==> src/rtl/clkctl_pkg.sv <==
package clkctl_pkg;

  // Strobes from control to the divider datapath
  typedef struct packed {
    logic cntClear;   // restart the divider at zero this edge
    logic gateOpen;   // allow terminal count to become an enable pulse
  } divStrobe_t;

endpackage

==> src/rtl/clkctl_ctrl.sv <==
module clkctl_ctrl
  import clkctl_pkg::*;
#(
  parameter int REG_W     = 8,
  parameter int CODE_W    = 3,
  parameter int SUSP_BIT  = 4,
  parameter int NUM_PORTS = 4
) (
  input  logic                 clk,
  input  logic                 rstN,
  input  logic                 regWrEn,
  input  logic [REG_W-1:0]     regWrData,
  input  logic [NUM_PORTS-1:0] portMatch,
  input  logic                 cmpEnable,
  input  logic                 cmpOut,
  output logic [CODE_W-1:0]    divCode,
  output logic                 suspendQ,
  output logic [REG_W-1:0]     ctrlReg,
  output divStrobe_t           strobe
);

  localparam logic [CODE_W-1:0] RESET_CODE = CODE_W'((1 << CODE_W) - 1);

  logic [NUM_PORTS-1:0] portWake;
  logic                 cmpWake;
  logic                 wake;

  // One wake source per port line
  for (genvar p = 0; p < NUM_PORTS; p++) begin : g_portWake
    assign portWake[p] = portMatch[p];
  end

  assign cmpWake = cmpEnable & ~cmpOut;
  assign wake    = (|portWake) | cmpWake;

  always_ff @(posedge clk or negedge rstN) begin
    if (!rstN) begin
      divCode  <= RESET_CODE;
      suspendQ <= 1'b0;
    end else if (regWrEn) begin
      divCode  <= regWrData[CODE_W-1:0];
      suspendQ <= regWrData[SUSP_BIT] & ~wake;
    end else if (suspendQ && wake) begin
      suspendQ <= 1'b0;
    end
  end

  always_comb begin
    ctrlReg                 = '0;
    ctrlReg[CODE_W-1:0]     = divCode;
    ctrlReg[SUSP_BIT]       = suspendQ;
  end

  always_comb begin
    strobe.cntClear = regWrEn | suspendQ;
    strobe.gateOpen = ~suspendQ;
  end

  assert_enter_R4: assert property (@(posedge clk) disable iff (!rstN)
    (regWrEn && regWrData[SUSP_BIT] && !wake) |=> suspendQ);

  assert_hold_R4: assert property (@(posedge clk) disable iff (!rstN)
    (suspendQ && !regWrEn && !wake) |=> suspendQ);

  assert_wake_R5: assert property (@(posedge clk) disable iff (!rstN)
    (suspendQ && !regWrEn && wake) |=> !suspendQ);

  assert_collide_R7: assert property (@(posedge clk) disable iff (!rstN)
    (regWrEn && regWrData[SUSP_BIT] && wake) |=> !suspendQ);

endmodule

==> src/rtl/clkctl_divider.sv <==
module clkctl_divider
  import clkctl_pkg::*;
#(
  parameter int CODE_W = 3
) (
  input  logic              clk,
  input  logic              rstN,
  input  logic [CODE_W-1:0] divCode,
  input  divStrobe_t        strobe,
  output logic              clkEn
);

  localparam int CNT_W = (1 << CODE_W) - 1;

  logic [CNT_W-1:0] cnt;
  logic [CNT_W-1:0] termCount;
  logic             atTerm;

  // Terminal count 2^n - 1 as a thermometer mask
  for (genvar i = 0; i < CNT_W; i++) begin : g_term
    assign termCount[i] = (i < int'(divCode));
  end

  assign atTerm = (cnt == termCount);

  always_ff @(posedge clk or negedge rstN) begin
    if (!rstN)               cnt <= '0;
    else if (strobe.cntClear) cnt <= '0;
    else if (atTerm)          cnt <= '0;
    else                      cnt <= cnt + 1'b1;
  end

  assign clkEn = atTerm & strobe.gateOpen;

  assert_bound_R2: assert property (@(posedge clk) disable iff (!rstN)
    cnt <= termCount);

  assert_width_R2: assert property (@(posedge clk) disable iff (!rstN)
    (clkEn && !strobe.cntClear && termCount != '0) |=> !clkEn);

  assert_restart_R3: assert property (@(posedge clk) disable iff (!rstN)
    strobe.cntClear |=> (cnt == '0));

endmodule

==> src/rtl/sysclk_suspend_ctrl.sv <==
module sysclk_suspend_ctrl
  import clkctl_pkg::*;
#(
  parameter int REG_W     = 8,
  parameter int CODE_W    = 3,
  parameter int SUSP_BIT  = 4,
  parameter int NUM_PORTS = 4
) (
  input  logic                 clk,
  input  logic                 rstN,
  input  logic                 regWrEn,
  input  logic [REG_W-1:0]     regWrData,
  input  logic [NUM_PORTS-1:0] portMatch,
  input  logic                 cmpEnable,
  input  logic                 cmpOut,
  output logic                 clkEn,
  output logic                 suspended,
  output logic [REG_W-1:0]     ctrlReg
);

  divStrobe_t        strobe;
  logic [CODE_W-1:0] divCode;

  clkctl_ctrl #(
    .REG_W(REG_W), .CODE_W(CODE_W), .SUSP_BIT(SUSP_BIT), .NUM_PORTS(NUM_PORTS)
  ) ctrl_i (
    .clk(clk), .rstN(rstN), .regWrEn(regWrEn), .regWrData(regWrData),
    .portMatch(portMatch), .cmpEnable(cmpEnable), .cmpOut(cmpOut),
    .divCode(divCode), .suspendQ(suspended), .ctrlReg(ctrlReg), .strobe(strobe)
  );

  clkctl_divider #(.CODE_W(CODE_W)) div_i (
    .clk(clk), .rstN(rstN), .divCode(divCode), .strobe(strobe), .clkEn(clkEn)
  );

  assert_gate_closed_R4: assert property (@(posedge clk) disable iff (!rstN)
    suspended |-> !clkEn);

  assert_reserved_R10: assert property (@(posedge clk) disable iff (!rstN)
    (ctrlReg[REG_W-1:SUSP_BIT+1] == '0) && (ctrlReg[SUSP_BIT-1:CODE_W] == '0));

endmodule

==> config.mk <==
export PLATFORM = sky130hd
export DESIGN_NAME = sysclk_suspend_ctrl
export DESIGN_NICKNAME = d
export VERILOG_FILES = /design/src/rtl/clkctl_pkg.sv /design/src/rtl/clkctl_ctrl.sv /design/src/rtl/clkctl_divider.sv /design/src/rtl/sysclk_suspend_ctrl.sv
export SDC_FILE = /design/constraint.sdc
export NUM_CORES = 1
export LEC_CHECK = 0
export ABC_AREA = 1
export BUFFER_PORTS_ARGS = -buffer_cell sky130_fd_sc_hd__buf_2
export CAP_MARGIN = 10
export CORE_AREA = 2 2 45 47
export DETAILED_ROUTE_END_ITERATION = 6
export DIE_AREA = 0 0 47 49
export GPL_ROUTABILITY_DRIVEN = 0
export HOLD_SLACK_MARGIN = 0.06
export PLACE_DENSITY = 0.74
export SYNTH_ARGS = -nofsm -noshare
export SYNTH_HDL_FRONTEND = slang
export SYNTH_HIERARCHICAL = 1
export SYNTH_SLANG_ARGS = --single-unit
==> constraint.sdc <==
create_clock -name clk -period 1.7 [get_ports clk]
set_input_delay 0.17 -clock clk [delete_from_list [all_inputs] [get_ports clk]]
set_output_delay 0.17 -clock clk [all_outputs]
set_load 0.05 [all_outputs]
==> impl_metrics.csv, run 1 <==
group,metric,value,unit
power_and_ir_drop,ir_drop,487,uV
die,die_height,49,um
critical_path,path_class,"reg -> out",
clock_tree,clock_path_buffers,2,
die,die_area,0.00230,mm^2
critical_path,required,1.53,ns
yosys,ys_seq_area_share,33.4,%
critical_path,max_stage_delay,0.65,ns
placement,place_area,923,um^2
yosys,syn_inst,123,
clock_tree,cts_root_buf,"clkbuf_4",
run_status,violations,"negative setup slack",
yosys,synth.top_cell.area_share,24.0,%
final_layout,finalNetCount,162,
clock_tree,path_clk_slew,0.07,ns
placement,place_inst,164,
global_route,grt_max_degree,12,
global_route,grt-ovfl-total,0,
routing,drt_iter0_markers,7,
routing,post_drt_wl_per_cell,8.71,um
routing,vias,713,
die,fp.dieW,47,um
timing,fin_crit,1.79,ns
timing,finalWorstSetupSlack,-0.0879,ns
timing,grt_setup_unrepaired,"yes",
die,initial_core_util,45.4,%
critical_path,critPathLaunchType,"register",
placement,place_worst_setup_slack,0.0567,ns
min_path,hold_class,"in -> reg",
final_layout,nFillCells,185,
yosys,yosys.cell_types.count,23,
final_layout,finalNonFillerCells,170,
critical_path,timing.rr.start,"ctrl_i/divCode[2]$_DFFE_PN1P_",
yosys,ys_warn_count,6,
routing,drt-total-wl,1.48,mm
critical_path,cp_max_fo,8,
power_and_ir_drop,p_leak,0.574,nW
critical_path,reg2reg_depth,8,
critical_path,cp_common_cell,"nor2_4",
routing,antenna_left,0,
final_layout,postLayoutCellArea,991,um^2
global_route,globalRouteTotalUtil,14.6,%
critical_path,cp-startpoint,"ctrl_i/divCode[2]$_DFFE_PN1P_",
die,io-pin-count,27,
critical_path,cp.arrival,1.62,ns
routing,routed_via_density,4.19,
final_layout,antenna_cells,0,
critical_path,r2r_slack,0.22,ns
clock_tree,worst_skew_pair.late_latency,0.26,ns
timing,hold_violations,0,
timing,setup_viol,1,
timing,fmaxAchievable,559,MHz
die,core_area,0.00184,mm^2
placement,dpl.hpwl,1.17,mm
yosys,ys_seq_elements,11,
critical_path,cp_cell_sequence,"nand3_1 -> nand2_1 -> nand2_2 -> nor2_4 -> nand3_4 -> nor2_4 -> buf_8",
run,maxCapViolCount,0,
placement,port_buffers,18,
critical_path,timing.rr.end,"div_i/cnt[0]$_DFF_PN0_",
min_path,holdCritStartpoint,"regWrData[2]",
global_route,antenna_found_initial,0,
timing,maxSlewViolCount,0,
timing,timing.final.crit_share,105,%
critical_path,crit_path_end_kind,"output port",
run_status,outcome,"finished with violations",
timing,timing.hold.ws,0.112,ns
power_and_ir_drop,powerDensity,695,mW/mm^2
clock_tree,cts_inserted_buffers,3,
yosys,synth.top_cells.by_area,"dfrtp_1 (24%), nand2_1 (16%), inv_1 (11%)",
clock_tree,htreeDepth,1,
final_layout,drive_above_1_share,30.1,%
global_route,grt_pass1_vias,636,
clock_tree,cts_tree,"yes",
routing,drtPass1Iterations,4,
yosys,syn_area,836,um^2
global_route,grt_pass1_wl,2.44,mm
timing,clock_skew,0.00740,ns
routing,drc,0,
yosys,syn_avg_cell_area,6.80,um^2
clock_tree,cts.sinks,11,
final_layout,area_growth,18.6,%
critical_path,crit_slowest_cell,"dfstp_2",
critical_path,crit_end,"clkEn",
yosys,netlist.top_cell.by_area,"dfrtp_1",
die,rows,16,
metal layers:
layer | GRT usage (%) | wire (um) | vias up
met5 | 0 | 0 | -
met4 | 11.1 | 19 | 0
met3 | 1.11 | 34 | 2
met2 | 21.7 | 754 | 14
met1 | 18.8 | 672 | 303
li1 | - | - | 394
cell families after synthesis:
| group | after synthesis | share of synthesized area (%) |
|---|---|---|
| other | 1 | 0.449 |
| and+or+nand+nor | 71 | 42.2 |
| DFF | 11 | 33.4 |
| xor gates and xnor gates | 1 | 1.05 |
| buffers and inverters | 33 | 18.4 |
| AOI/OAI and AO/OA | 5 | 2.99 |
| adders and majority gates | 1 | 1.50 |
sequential cells by signal, indices dropped and copies added (netlist names):
signal,flops
div_i/cnt,7
ctrl_i/suspendQ,1
ctrl_i/divCode,3
worst max-delay path: cells and delay by family (launching register included):
| kind | cells | cell delay (ns) |
|---|---|---|
| buf+inv | 1 | 0.15 |
| flops | 1 | 0.65 |
| simple gates | 6 | 0.56 |
power by group:
| part | switching (W) | internal, W | total [W] |
|---|---|---|---|
| registers | 0.0000274 | 0.000282 | 0.000309 |
| clock network | 0.0000835 | 0.0000869 | 0.000170 |
| logic | 0.000137 | 0.0000714 | 0.000208 |
| total | 0.000248 | 0.000440 | 0.000688 |
timing repair:
action,4_1_cts,5_1_grt
endpoints found under the setup margin,1,1
cloned,0,0
hold endpoints to repair,11,0
hold buffers,1,0
pin swaps,5,4
setup buffers,1,0
gates resized for setup,4,3
area by class of cell:
type	instances	area (um^2)	share of cell area (%)
clock inverters	1	5.00	0.505
inverters	25	93.8	9.47
well taps	27	33.8	3.41
flip-flops and latches	11	279	28.2
clock buffers	3	22.5	2.27
multi-input cells	82	432	43.6
repair buffers	21	125	12.6
through the flow:
stage / power (W) / setup TNS, ns / utilization, %
2_1_floorplan: 0.000481 / -0.0652 / -
3_3_place_gp: 0.000504 / 0 / 50.1
3_5_place_dp: 0.000511 / 0 / 50.1
4_1_cts: 0.000698 / -0.117 / 53.3
5_1_grt: 0.000737 / -0.183 / 53.8
6_report: 0.000688 / -0.0879 / 53.8
worst min path at each step:
stage,to,slack (ns),cells after the start
6_report,ctrl_i/divCode[2]$_DFFE_PN1P_,0.11,3
5_1_grt,ctrl_i/divCode[2]$_DFFE_PN1P_,0.11,3
4_1_cts,ctrl_i/divCode[1]$_DFFE_PN1P_,0.11,3
3_5_place_dp,div_i/cnt[2]$_DFF_PN0_,0.05,1
3_3_place_gp,div_i/cnt[2]$_DFF_PN0_,0.05,1
2_1_floorplan,ctrl_i/suspendQ$_DFFE_PN0P_,-0.13,0
placed cells by master (no fill, tap or decap), types with 2 or more instances in the layout:
cell type and instances:
nand2_4 2, nand2_1 33, conb_1 4, o21ai_0 3, nor2_4 3, buf_2 17
nand3_2 2, clkbuf_4 3, nand3_1 8, buf_4 2, nor3b_1 2, nor2_1 11
inv_1 24, dfstp_2 3, nand2_2 6, dfrtp_1 8
synthesized netlist by cell type:
| cell type | number |
|---|---|
| a21oi_1 | 1 |
| o21ai_0 | 3 |
| ha_1 | 1 |
| inv_2 | 1 |
| nor2_2 | 2 |
| or2_1 | 1 |
| conb_1 | 1 |
| nand2_1 | 36 |
| dfstp_2 | 3 |
| nand3_4 | 1 |
| nand2_4 | 1 |
| xnor2_1 | 1 |
| inv_1 | 24 |
| nor3b_1 | 2 |
| nand3_1 | 8 |
| nor2_4 | 2 |
| nand2_2 | 4 |
| dfrtp_1 | 8 |
| nand3_2 | 2 |
| buf_4 | 8 |
| o21ai_1 | 1 |
| nor2_1 | 11 |
| nand4_1 | 1 |
No activity file was read; power rests on OpenSTA's default activity.
==> run 2, diff against run 1 <==
CAP_MARGIN = not set   (was 10)
SETUP_SLACK_MARGIN = 0.3   (was not set)
==> run 2 against run 1 <==
Net effect: the flow still finishes with violations (negative setup slack); via count grew 10%; combinational power rose by 10%; die area unchanged; maximum frequency is 0.27% lower; cell count up 1.8%.
==> impl_metrics.csv, run 2 (same netlist as run 1, synthesis figures left out) <==
group,metric,value,unit
run_status,outcome,"finished with violations",
run_status,violations,"negative setup slack",
routing,vias,785,
final_layout,final_cell_mix,"nand2_1 (33), inv_1 (24), buf_2 (15)",
routing,antenna_left,0,
global_route,antenna_found_initial,0,
critical_path,path_class,"reg -> out",
die,initial_core_util,45.4,%
final_layout,area_growth,23.5,%
min_path,holdCritStartpoint,"regWrData[2]",
clock_tree,cts_inserted_buffers,3,
die,die_height,49,um
global_route,grt.busiest_layer,"met2",
clock_tree,htreeDepth,1,
routing,drc,0,
timing,timing.final.crit_share,105,%
critical_path,cp_max_fo,8,
timing,clock_skew,0.000497,ns
critical_path,timing.rr.start,"ctrl_i/divCode[2]$_DFFE_PN1P_",
final_layout,final_common_cell,"nand2_1",
placement,port_buffers,18,
clock_tree,cts_root_buf,"clkbuf_4",
routing,drt-total-wl,1.68,mm
timing,grt_setup_unrepaired,"yes",
routing,routed_via_density,4.54,
die,die_area,0.00230,mm^2
final_layout,antenna_cells,0,
critical_path,cp-startpoint,"ctrl_i/divCode[2]$_DFFE_PN1P_",
clock_tree,clock_path_buffers,2,
clock_tree,path_clk_slew,0.06,ns
timing,finalWorstSetupSlack,-0.0927,ns
global_route,grt_pass1_wl,3.05,mm
critical_path,critPathLaunchType,"register",
routing,drtPass1Iterations,4,
global_route,grt_max_degree,12,
clock_tree,worst_skew_pair.late_latency,0.26,ns
routing,drt_iter0_markers,12,
final_layout,nFillCells,179,
power_and_ir_drop,internal_power,0.000456,W
power_and_ir_drop,ir_drop,364,uV
clock_tree,cts.sinks,11,
power_and_ir_drop,p_leak,0.589,nW
power_and_ir_drop,powerDensity,687,mW/mm^2
timing,fin_crit,1.79,ns
power_and_ir_drop,sw_frac_of_total,35.6,%
critical_path,cp.arrival,1.62,ns
placement,place_worst_setup_slack,0.0676,ns
power_and_ir_drop,p_comb_share,32.3,%
global_route,grt_pass1_vias,748,
global_route,met2_usage,28.3,%
final_layout,largestRegisters,"div_i/cnt: 7 flops, ctrl_i/divCode: 3 flops, ctrl_i/suspendQ: 1 flops",
die,fp.dieW,47,um
placement,place_area,936,um^2
global_route,grt_use_met1,23.0,%
power_and_ir_drop,clock_power_share,23.7,%
timing,fmaxAchievable,558,MHz
final_layout,largest_reg_flops,7,
run,maxCapViolCount,0,
final_layout,drive_above_1_share,32.9,%
routing,post_drt_wl_per_cell,9.70,um
power_and_ir_drop,switching_power,0.000252,W
critical_path,required,1.53,ns
power_and_ir_drop,p_seq_share,44.0,%
final_layout,finalNetCount,165,
critical_path,crit_path_end_kind,"output port",
timing,maxSlewViolCount,0,
global_route,grt-ovfl-total,0,
final_layout,top_register,"div_i/cnt",
timing,setup_viol,1,
die,core_area,0.00184,mm^2
die,rows,16,
global_route,gr-usage-met3,2.96,%
min_path,hold_class,"in -> reg",
global_route,globalRouteTotalUtil,18.0,%
die,io-pin-count,27,
placement,dpl.hpwl,1.27,mm
clock_tree,cts_tree,"yes",
final_layout,postLayoutCellArea,0.00103,mm^2
timing,hold_violations,0,
==> run 2: cell types whose count changed in the layout (fill, tap and decap cells not counted), sizes merged <==
cell    previous run  this run
clkinv             1         0
buf               20        23
clkbuf             3         4
==> run 2: worst paths after layout <==
kind	cells after the start	slack, ns	end
max reg2reg	8	0.20	div_i/cnt[3]$_DFF_PN0_
max	7	-0.09	clkEn
min reg2reg	2	0.53	ctrl_i/divCode[0]$_DFFE_PN1P_
min in group asynchronous	2	0.31	div_i/cnt[4]$_DFF_PN0_
min	3	0.14	ctrl_i/divCode[2]$_DFFE_PN1P_
max in group asynchronous	2	1.13	ctrl_i/divCode[2]$_DFFE_PN1P_
==> run 2: timing repair <==
action / in CTS / in global routing
hold buffers: 1 / 0
setup endpoints to repair: 8 / 10
hold endpoints to repair: 11 / 0
pin swaps: 4 / 3
buffers inserted: 4 / 0
gates resized for setup: 7 / 3
==> run 2: layout make-up <==
class,count,area (um^2),area share (%)
sequential,11,279,27.0
multi-input combinational,82,443,42.9
clock buffer,4,26.3,2.55
tap,27,33.8,3.27
timing repair buffer,24,156,15.2
inverter,25,93.8,9.09
==> run 2: per-layer routing <==
layer | share of wire (%) | vias to the layer above
met2 | 54 | 16
met3 | 3.0 | 4
met4 | 1.7 | 0
li1 | - | 401
met5 | 0 | -
met1 | 42 | 364
==> run 2: stage by stage <==
stage / util (%) / power [W] / hold slack (ns) / setup TNS, ns / cells
finish: 56.0 / 0.000709 / 0.136 / -0.0927 / 173
global route: 56.0 / 0.000762 / 0.141 / -0.183 / 173
CTS: 55.6 / 0.000713 / 0.123 / -0.0989 / 173
detailed placement: 50.8 / 0.000515 / 0.0537 / 0 / 164
global placement: 50.8 / 0.000508 / 0.0436 / 0 / 164
floorplan: - / 0.000486 / -0.126 / -0.0508 / 126
==> run 2: power groups by stage <==
stage               clock [W]  combinational, W  sequential [W]
finish               0.000168          0.000229        0.000312
global route         0.000192          0.000255        0.000315
CTS                  0.000179          0.000225        0.000309
detailed placement          0          0.000200        0.000315
global placement            0          0.000194        0.000313
floorplan                   0          0.000161        0.000325
==> run 2: worst max-delay path, cell delays in order (launching register included) <==
cell     delay [ns]
dfstp_2        0.65
inv_2          0.10
nand3_2        0.09
nand2_2        0.06
nor2_4         0.12
nand3_4        0.10
nor2_4         0.09
buf_6          0.16
==> run 3, diff against run 2 <==
REMOVE_ABC_BUFFERS = 1   (was not set)
==> run 3 against run 2 <==
Net effect: the run still ends with negative setup slack left; highest routed layer is now met3; wire length up 5.1%; sequential share of layout area down 1.4 points; clock power up 3%; cell area up 5.6%.
==> impl_metrics.csv, run 3 (same netlist as run 1, synthesis figures left out) <==
group,metric,value,unit
run_status,outcome,"finished with violations",
run_status,violations,"negative setup slack",
final_layout,final_cell_mix,"nand2_1 (28), inv_1 (23), buf_2 (16)",
power_and_ir_drop,powerDensity,669,mW/mm^2
routing,drc,0,
timing,setup_viol,8,
critical_path,critPathBufInv,2,
placement,port_buffers,18,
routing,antenna_left,0,
power_and_ir_drop,sw_frac_of_total,35.6,%
global_route,grt_pass1_vias,683,
critical_path,crit_family,"flip-flops",
die,rows,16,
placement,dpl.hpwl,1.23,mm
routing,vias,789,
critical_path,cp_max_fo,6,
die,initial_core_util,45.4,%
final_layout,final-seq-area,279,um^2
routing,drt_iter0_markers,9,
die,die_height,49,um
final_layout,area_growth,30.4,%
die,io-pin-count,27,
clock_tree,cts_tree,"yes",
global_route,antenna_found_initial,0,
routing,drtPass1Iterations,4,
timing,grt_setup_unrepaired,"yes",
power_and_ir_drop,p_comb_share,34.1,%
final_layout,antenna_cells,0,
timing,setup_tns,-0.733,ns
final_layout,fin_util,59.2,%
final_layout,drive_above_1_share,36.9,%
timing,timing.final.crit_share,108,%
global_route,grt_max_degree,12,
power_and_ir_drop,switching_power,0.000260,W
final_layout,finalNetCount,168,
final_layout,finalNonFillerCells,176,
timing,timing.hold.ws,0.119,ns
critical_path,max_stage_delay,0.61,ns
clock_tree,cts.sinks,11,
final_layout,nFillCells,178,
timing,fin_crit,1.83,ns
timing,maxSlewViolCount,0,
global_route,globalRouteTotalUtil,16.7,%
timing,hold_violations,0,
final_layout,multi_input_area,447,um^2
power_and_ir_drop,internal_power,0.000469,W
run,maxCapViolCount,0,
final_layout,largestRegisters,"div_i/cnt: 7 flops, ctrl_i/divCode: 3 flops, ctrl_i/suspendQ: 1 flops",
die,fp.dieW,47,um
die,core_area,0.00184,mm^2
die,die_area,0.00230,mm^2
routing,routed_via_density,4.48,
global_route,grt-ovfl-total,0,
clock_tree,cts_root_buf,"clkbuf_4",
critical_path,cp_cell_sequence,"buf_6 -> nand2_4 -> nand2_2 -> nand3_2 -> nor2_4 -> nand3_4 -> nor2_4 -> buf_8",
clock_tree,clock_path_buffers,2,
timing,finalWorstSetupSlack,-0.135,ns
timing,clock_skew,0.00380,ns
power_and_ir_drop,finalPower,0.000729,W
critical_path,cp.arrival,1.66,ns
critical_path,cp_common_cell,"nor2_4",
placement,place_inst,164,
clock_tree,htreeDepth,1,
critical_path,required,1.53,ns
power_and_ir_drop,p_seq_share,42.2,%
routing,post_drt_wl_per_cell,10.0,um
critical_path,crit_slowest_cell,"dfstp_2",
power_and_ir_drop,clock_power_share,23.7,%
clock_tree,worst_skew_pair.late_latency,0.26,ns
critical_path,crit_path_end_kind,"output port",
routing,drt-total-wl,1.76,mm
final_layout,largest_reg_flops,7,
power_and_ir_drop,p_leak,0.618,nW
clock_tree,cts_inserted_buffers,3,
critical_path,path_class,"reg -> out",
critical_path,critPathLaunchType,"register",
global_route,grt_pass1_wl,2.92,mm
power_and_ir_drop,ir_drop,361,uV
final_layout,final_common_cell,"nand2_1",
timing,fmaxAchievable,545,MHz
clock_tree,path_clk_slew,0.07,ns
min_path,hold_class,"in -> reg",
final_layout,top_register,"div_i/cnt",
-- run 3: layer usage --
| metal | vias up | track usage, % | part of all wire, % |
|---|---|---|---|
| li1 | 409 | - | - |
| met1 | 363 | 23.7 | 42 |
| met2 | 17 | 26.3 | 56 |
| met3 | 0 | 3.33 | 2.6 |
| met4 | 0 | 2.78 | 0 |
| met5 | - | 0 | 0 |
-- run 3: final timing paths --
kind / start / to / slack, ns / cells past startpoint
min in group asynchronous: rstN / div_i/cnt[3]$_DFF_PN0_ / 0.31 / 2
max: ctrl_i/divCode[2]$_DFFE_PN1P_ / clkEn / -0.13 / 8
min reg2reg: ctrl_i/divCode[0]$_DFFE_PN1P_ / ctrl_i/divCode[0]$_DFFE_PN1P_ / 0.53 / 2
max in group asynchronous: rstN / ctrl_i/divCode[2]$_DFFE_PN1P_ / 1.12 / 2
max reg2reg: ctrl_i/divCode[2]$_DFFE_PN1P_ / div_i/cnt[0]$_DFF_PN0_ / -0.09 / 12
min: regWrData[2] / ctrl_i/divCode[2]$_DFFE_PN1P_ / 0.12 / 3
-- run 3: repair_timing --
item,in CTS,in global routing
hold buffers,1,0
setup endpoints to repair,8,9
resized for setup,21,6
setup buffers,6,1
endpoints found under the hold margin,11,0
pin swaps,2,1
-- run 3: tightest hold or removal path: cells and delay by family --
family | cells | cell delay [ns]
AO/OA/AOI/OAI | 1 | 0.06
buffers and inverters | 1 | 0.07
AND/OR/NAND/NOR | 1 | 0.04
-- run 3: final cells by class --
type / instances / area share [%]
multi-input cells: 82 / 41.0
repair buffers: 27 / 19.3
flip-flops and latches: 11 / 25.6
inverters: 25 / 8.61
well taps: 27 / 3.10
clock buffers: 4 / 2.41
-- run 3: power by group through the flow --
stage               Sequential, W  Combinational, W  Clock [W]
floorplan                0.000332          0.000127          0
global placement         0.000311          0.000191          0
detailed placement       0.000313          0.000197          0
CTS                      0.000307          0.000238   0.000179
global route             0.000311          0.000272   0.000192
finish                   0.000308          0.000249   0.000173
-- run 3: stage by stage --
step	cell area, um^2	setup slack [ns]
after floorplan	787	-0.157
after global placement	918	0.122
after detailed placement	918	0.0963
after CTS	1060	-0.114
after global routing	1090	-0.243
final	1090	-0.135
